**config.mk**
```make
export PLATFORM = sky130hd
export DESIGN_NAME = rs485_dir_timer
export DESIGN_NICKNAME = d
export VERILOG_FILES = /design/src/rtl/rs485_dir_pkg.sv /design/src/rtl/dir_delay_counter.sv /design/src/rtl/dir_ctrl_fsm.sv /design/src/rtl/rs485_dir_timer.sv
export SDC_FILE = /design/constraint.sdc
export NUM_CORES = 1
export LEC_CHECK = 0
export ABC_AREA = 1
export ABC_CLOCK_PERIOD_IN_PS = 950
export BUFFER_PORTS_ARGS = -buffer_cell sky130_fd_sc_hd__buf_2
export CAP_MARGIN = 10
export CORE_AREA = 2 2 48 50
export CTS_CLUSTER_SIZE = 40
export DETAILED_ROUTE_END_ITERATION = 10
export DIE_AREA = 0 0 50 52
export GPL_TIMING_DRIVEN = 1
export PLACE_DENSITY_LB_ADDON = 0.2
export SKIP_CTS_REPAIR_TIMING = 1
export SLEW_MARGIN = 10
export SYNTH_ARGS = -nofsm -noshare
export SYNTH_HDL_FRONTEND = slang
export SYNTH_SLANG_ARGS = --single-unit
export TNS_END_PERCENT = 20
```
**constraint.sdc**
```tcl
create_clock -name clk -period 0.95 [get_ports clk]
set_clock_uncertainty 0.1 [all_clocks]
set_input_delay 0.1425 -clock clk [delete_from_list [all_inputs] [get_ports clk]]
set_output_delay 0.1425 -clock clk [all_outputs]
set_load 0.005 [all_outputs]
```
**src/rtl/rs485_dir_pkg.sv**
```systemverilog
package rs485_dir_pkg;
  typedef enum logic [1:0] {
    DIR_IDLE = 2'd0,
    DIR_SEND = 2'd1,
    DIR_HOLD = 2'd2
  } dir_state_e;
endpackage

```
**src/rtl/dir_delay_counter.sv**
```systemverilog
module dir_delay_counter #(
  parameter int W = 8
) (
  input  logic         clk,
  input  logic         rst_n,
  input  logic         clear_i,
  input  logic         load_i,
  input  logic [W-1:0] load_val_i,
  input  logic         tick_i,
  output logic [W-1:0] count_o,
  output logic         expire_o
);
  localparam logic [W-1:0] ONE  = {{(W-1){1'b0}}, 1'b1};
  localparam logic [W-1:0] ZERO = '0;

  logic [W-1:0] cnt_q, cnt_d;
  logic         cnt_en;

  always_comb begin
    cnt_d = cnt_q;
    if (clear_i)                     cnt_d = ZERO;
    else if (load_i)                 cnt_d = load_val_i;
    else if (tick_i && cnt_q != ZERO) cnt_d = cnt_q - ONE;
  end

  assign cnt_en = clear_i | load_i | tick_i;

  always_ff @(posedge clk or negedge rst_n) begin
    if (!rst_n)      cnt_q <= ZERO;
    else if (cnt_en) cnt_q <= cnt_d;
  end

  assign count_o  = cnt_q;
  assign expire_o = tick_i && !clear_i && !load_i && (cnt_q == ONE);


  no_underflow_chk: assert property (@(posedge clk) disable iff (!rst_n)
    (cnt_q == ZERO && !load_i) |=> (cnt_q == ZERO));


  clear_wins_chk: assert property (@(posedge clk) disable iff (!rst_n)
    clear_i |=> (cnt_q == ZERO));
endmodule

```
**src/rtl/dir_ctrl_fsm.sv**
```systemverilog
module dir_ctrl_fsm
  import rs485_dir_pkg::*;
#(
  parameter int W = 8
) (
  input  logic         clk,
  input  logic         rst_n,
  input  logic         en_i,
  input  logic         busy_i,
  input  logic         stop_i,
  input  logic         delay_zero_i,
  input  logic [W-1:0] cnt_i,
  input  logic         expire_i,
  output logic         clear_o,
  output logic         load_o,
  output logic         asserted_o
);
  dir_state_e state_q, state_d;

  always_comb begin
    state_d = state_q;
    clear_o = 1'b0;
    load_o  = 1'b0;
    if (!en_i) begin
      state_d = DIR_IDLE;
      clear_o = 1'b1;
    end else begin
      unique case (state_q)
        DIR_IDLE: begin
          clear_o = 1'b1;
          if (busy_i) state_d = DIR_SEND;
        end
        DIR_SEND: begin
          if (stop_i && !busy_i) begin
            if (delay_zero_i) begin
              state_d = DIR_IDLE;
              clear_o = 1'b1;
            end else begin
              state_d = DIR_HOLD;
              load_o  = 1'b1;
            end
          end
        end
        DIR_HOLD: begin
          if (busy_i) begin
            state_d = DIR_SEND;
            clear_o = 1'b1;
          end else if (expire_i) begin
            state_d = DIR_IDLE;
          end
        end
        default: begin
          state_d = DIR_IDLE;
          clear_o = 1'b1;
        end
      endcase
    end
  end

  always_ff @(posedge clk or negedge rst_n) begin
    if (!rst_n) state_q <= DIR_IDLE;
    else        state_q <= state_d;
  end

  assign asserted_o = (state_q != DIR_IDLE);


  hold_nonzero_chk: assert property (@(posedge clk) disable iff (!rst_n)
    (state_q == DIR_HOLD) |-> (cnt_i != '0));


  busy_keeps_on_chk: assert property (@(posedge clk) disable iff (!rst_n)
    (en_i && busy_i) |=> (state_q != DIR_IDLE));


  zero_delay_chk: assert property (@(posedge clk) disable iff (!rst_n)
    (en_i && state_q == DIR_SEND && stop_i && !busy_i && delay_zero_i)
      |=> (state_q == DIR_IDLE));
endmodule

```
**src/rtl/rs485_dir_timer.sv**
```systemverilog
module rs485_dir_timer #(
  parameter int DLY_W = 8
) (
  input  logic             clk,
  input  logic             rst_n,
  input  logic             enable_i,
  input  logic             polarity_i,
  input  logic [DLY_W-1:0] delay_i,
  input  logic             tx_busy_i,
  input  logic             stop_done_i,
  input  logic             baud_tick_i,
  output logic             dir_o
);
  logic [1:0]       rst_sync_q;
  logic             rst_int_n;
  logic             clear_w, load_w, expire_w, asserted_w;
  logic [DLY_W-1:0] cnt_w;

  always_ff @(posedge clk or negedge rst_n) begin
    if (!rst_n) rst_sync_q <= 2'b00;
    else        rst_sync_q <= {rst_sync_q[0], 1'b1};
  end
  assign rst_int_n = rst_sync_q[1];

  dir_ctrl_fsm #(.W(DLY_W)) u_fsm (
    .clk          (clk),
    .rst_n        (rst_int_n),
    .en_i         (enable_i),
    .busy_i       (tx_busy_i),
    .stop_i       (stop_done_i),
    .delay_zero_i (delay_i == '0),
    .cnt_i        (cnt_w),
    .expire_i     (expire_w),
    .clear_o      (clear_w),
    .load_o       (load_w),
    .asserted_o   (asserted_w)
  );

  dir_delay_counter #(.W(DLY_W)) u_cnt (
    .clk        (clk),
    .rst_n      (rst_int_n),
    .clear_i    (clear_w),
    .load_i     (load_w),
    .load_val_i (delay_i),
    .tick_i     (baud_tick_i),
    .count_o    (cnt_w),
    .expire_o   (expire_w)
  );

  assign dir_o = polarity_i ? asserted_w : ~asserted_w;


  disabled_off_chk: assert property (@(posedge clk) disable iff (!rst_int_n)
    !enable_i |=> (dir_o == ~polarity_i));


  busy_asserts_chk: assert property (@(posedge clk) disable iff (!rst_int_n)
    (enable_i && tx_busy_i) |=> (dir_o == polarity_i));
endmodule

```
==> results.md <==
Logic synthesis:
- The commonest register cell after synthesis is sky130_fd_sc_hd__dfrtp_1.
- The number of nets handed over by synthesis was approximately 150.
- The synthesized area per cell is 7.77 um2.
- Counting flops and latches in the post-synthesis netlist gives 12.
- The sequential fraction of the synthesis area is 30.0%.
- During synthesis, Yosys emitted a total of 0 warnings.
- The distinct cell type count after synthesis is 31.
- The async set or reset register ratio after synthesis is 100%.
- The count of mapped cells out of synthesis is 129.
- The cell area that synthesis handed to floorplanning was 1000 um2.
- Yosys mapped a number of flops with a built-in enable equal to 0.

Placed design:
- The number of buffers inserted by port buffering is 15.
- The congestion estimate from routability-driven global placement came to just under 0.9.
- The area after detailed placement is 1340 um2.
- The half-perimeter wire length after detailed placement is 1880 um.
- The pre-CTS worst setup slack is -677 ps.

Drt:
- The final routed wire length divided by cell count is 11.5 um.
- After detailed routing, the wire length on met1 is 1110 um.
- The detailed route wirelength on metal2 is 1130 um.
- Wires add up to 2390 um.
- Across all layers, the routed design uses about 980 vias.
- For this run, design rule violations remaining after detail routing come to 0.
- The highest layer used for signal routing is met4.
- Once detail routing completed, the nets flagged for antenna violations numbered 0.
- After detailed routing, the number of vias per cell comes to 4.71.
- The first-iteration detailed-routing DRC count is 16.
- For this run, the detailed router's first-pass iteration total came to 4.
- Wire segments on met3 add up to 95 um in the final route.

Worst setup path:
- The count of buffer and inverter cells on the critical path is 1.
- The critical path endpoint category is a flop.
- On the worst path, the slowest cell contributes a delay of 400 ps.
- For the worst setup path, the data required time is 1060 ps.
- For this design, the slowest cell found on the critical path is sky130_fd_sc_hd__dfrtp_1.
- STA classifies the critical path startpoint as a flop.
- The class of the most critical setup path is flop to flop.
- The family with the most delay on the worst path is compound AO/OA/AOI/OAI gates.
- In this run the worst path has a maximum fanout of 8.
- The data arrival time of the critical path is 1720 ps.
- The signal on the critical path passes through inv_2 -> ha_4 -> nand3_2 -> a21oi_4 -> a21boi_4 -> nand2_1 -> o21ai_1.

Power and ir drop:
- For this design the static power due to leakage is between 0.7 and 0.8 nW.
- In this run, the combinational gates consume 64.5% of the power.
- Across the VDD grid, the largest voltage drop is about 1100 uV.
- The total power density per cell area is roughly 2200 nW/um2.
- Registers are responsible for 22.1% of the overall power.
- Total power for the finished layout comes to around 3.1 mW.
- Net switching is 41.5% of the power.
- Internal power comes to 1.83 mW.
- The net switching power is 1.30 mW.
- The clock power share is 13.4%.

Floorplanning:
- The starting density of the core is 47.6%.
- After floorplanning, the core was divided into 17 placement rows.
- After floorplanning, the core was sized to cover 2110 um2.
- Measured along the x axis, the die boundary spans 50 um.
- The y dimension of the die is 52 um.
- The floorplan die area is 2600 um2.
- 16 I/O pins were placed.

Outcome:
- The flow ran to the end, but the final reports show violations.
- The final reports fail on negative setup slack.

Layout:
- The multi-input combinational cells in the finished layout cover a total of about 660 um2.
- The number of fill cells is 179.
- In the layout the commonest cells are sky130_fd_sc_hd__buf_4 (32), sky130_fd_sc_hd__nand2_1 (31), sky130_fd_sc_hd__buf_2 (15).
- The signed area change from the synthesized netlist to the final layout is 42.8%.
- Registers take 300 um2.
- The finished cells cover 1430 um2.
- The library cell used most frequently in the layout, excluding fill and tap cells, is sky130_fd_sc_hd__buf_4.
- The repair_antennas step left the layout with diodes totalling 0.
- The share of cells above drive strength 1 is 47.5%.
- After the last flow step, the layout net total stands at slightly above 200.

STA:
- The number of hold-slack violations in the final timing report is 0.
- The number of setup violations in the final report is 11.
- The smallest hold slack is 70.4 ps.
- Derived from the worst setup path, the maximum achievable clock frequency is about 620 MHz.
- Setup repair after global routing could not meet its margin everywhere.
- The final setup slack of the worst path is -664 ps.
- The final critical-path required period is 1610 ps.
- Of the available clock period, the critical path in the final layout requires 170%.
- The total count of max-transition violations in the final report came to 0.

Global routing:
- Entering global routing, the biggest net connects 12 pins.
- The first global-routing pass estimated ~3700 um of wire.
- The combined global-route utilization of all metal layers is 19.5%.
- The leftover overflow at the end of global routing is 0.
- The via count of the first global-routing pass is 899.
- The number of antenna violations at the first check in global routing is 0.

Clocking:
- TritonCTS built the clock tree.
- For this design, the sink count on the clock tree is 12.
- The root buffer cell chosen for the clock tree is sky130_fd_sc_hd__clkbuf_4.
- The deepest clock path buffer count is 2.
- Clock tree synthesis inserted a total of 3 buffers.
- For the worst-skew pair, the clock arrives at the later sink with an insertion delay of 280 ps.
- In this run the number of H-tree levels came out at 1.
- After clock tree synthesis, the clock-pin slew on the worst setup and hold paths is 80 ps.

Run:
- The tool flagged a number of max-cap violations equal to 0.

Worst hold path:
- The class of the most critical hold timing path is flop to async pin.
[registers in the layout, summed over array words and instances (netlist names)]
signal         flops
rst_sync_q         2
u_fsm.state_q      2
u_cnt.count_o      8
[power groups by stage]
stage	combinational [mW]	clock (mW)	sequential (mW)
after floorplan	1.19	0	0.701
after global placement	1.83	0	0.684
after detailed placement	1.88	0	0.692
after CTS	1.89	0.430	0.682
after global routing	2.19	0.450	0.702
final	2.01	0.418	0.691
[cell type report]
| cell class | instances | area share (%) |
|---|---|---|
| Multi-Input combinational cell | 99 | 46.0 |
| Timing Repair Buffer | 48 | 22.7 |
| Sequential cell | 12 | 21.0 |
| Inverter | 18 | 5.33 |
| Clock buffer | 4 | 2.53 |
| Tap cell | 28 | 2.45 |
[worst register-to-register path, cell delays in order, from the launching register on]
cell and delay, ps:
sky130_fd_sc_hd__dfrtp_1 400, sky130_fd_sc_hd__inv_2 70, sky130_fd_sc_hd__ha_4 260, sky130_fd_sc_hd__nand3_2 80, sky130_fd_sc_hd__a21oi_4 160, sky130_fd_sc_hd__a21boi_4 300
sky130_fd_sc_hd__nand2_1 70, sky130_fd_sc_hd__o21ai_1 90
[path summary, 6_finish.rpt]
check,startpoint,to,slack [ps],cells past startpoint
worst max-delay path,u_fsm.state_q[0]$_DFFE_PN0P_,u_cnt.count_o[2]$_DFFE_PN0P_,-660,7
worst min-delay path,rst_sync_q[1]$_DFF_PN0_,u_cnt.count_o[5]$_DFFE_PN0P_,70,0
worst max register to register,u_fsm.state_q[0]$_DFFE_PN0P_,u_cnt.count_o[2]$_DFFE_PN0P_,-660,7
worst min register to register,rst_sync_q[1]$_DFF_PN0_,u_cnt.count_o[5]$_DFFE_PN0P_,70,0
max in group asynchronous,rst_sync_q[1]$_DFF_PN0_,u_fsm.state_q[0]$_DFFE_PN0P_,390,0
min in group clk,delay_i[7],u_cnt.count_o[7]$_DFFE_PN0P_,110,4
[layer usage]
metal  GRT usage [%]  up-vias
li1                -      512
met1            23.7      442
met2            32.5       23
met3            1.72        7
met4            13.9        0
met5               0        -
[Yosys cell counts (2+ instances only)]
master,number,share of area (%)
sky130_fd_sc_hd__nand2_1,32,12
sky130_fd_sc_hd__inv_1,13,4.9
sky130_fd_sc_hd__dfrtp_1,12,30
sky130_fd_sc_hd__nand3_1,9,4.5
sky130_fd_sc_hd__nor2_1,8,3.0
sky130_fd_sc_hd__ha_1,7,8.7
sky130_fd_sc_hd__nand2_2,7,4.4
sky130_fd_sc_hd__o21ai_1,6,3.0
sky130_fd_sc_hd__o21ai_2,6,5.2
sky130_fd_sc_hd__xor2_1,4,3.5
sky130_fd_sc_hd__inv_2,3,1.1
sky130_fd_sc_hd__nand3_2,2,2.0
sky130_fd_sc_hd__nor3b_1,2,1.5
[kinds of logic after synthesis]
logic type	Yosys count	synth area share, %
AOI/OAI and AO/OA	17	13.5
xor gates and xnor gates	5	4.37
adders and majority gates	7	8.74
buffers and inverters	19	8.61
DFF	12	30.0
other	1	0.374
and+or+nand+nor	68	34.5
[stage by stage]
stage / setup TNS [ps] / instances / util [%]
2_1_floorplan: -5470 / 129 / -
3_3_place_gp: -6160 / 203 / 63.8
3_5_place_dp: -6900 / 203 / 63.8
4_1_cts: -7390 / 207 / 65.5
5_1_grt: -7760 / 209 / 68.0
6_report: -6970 / 209 / 68.0
Power figures use the tool's default switching activity.
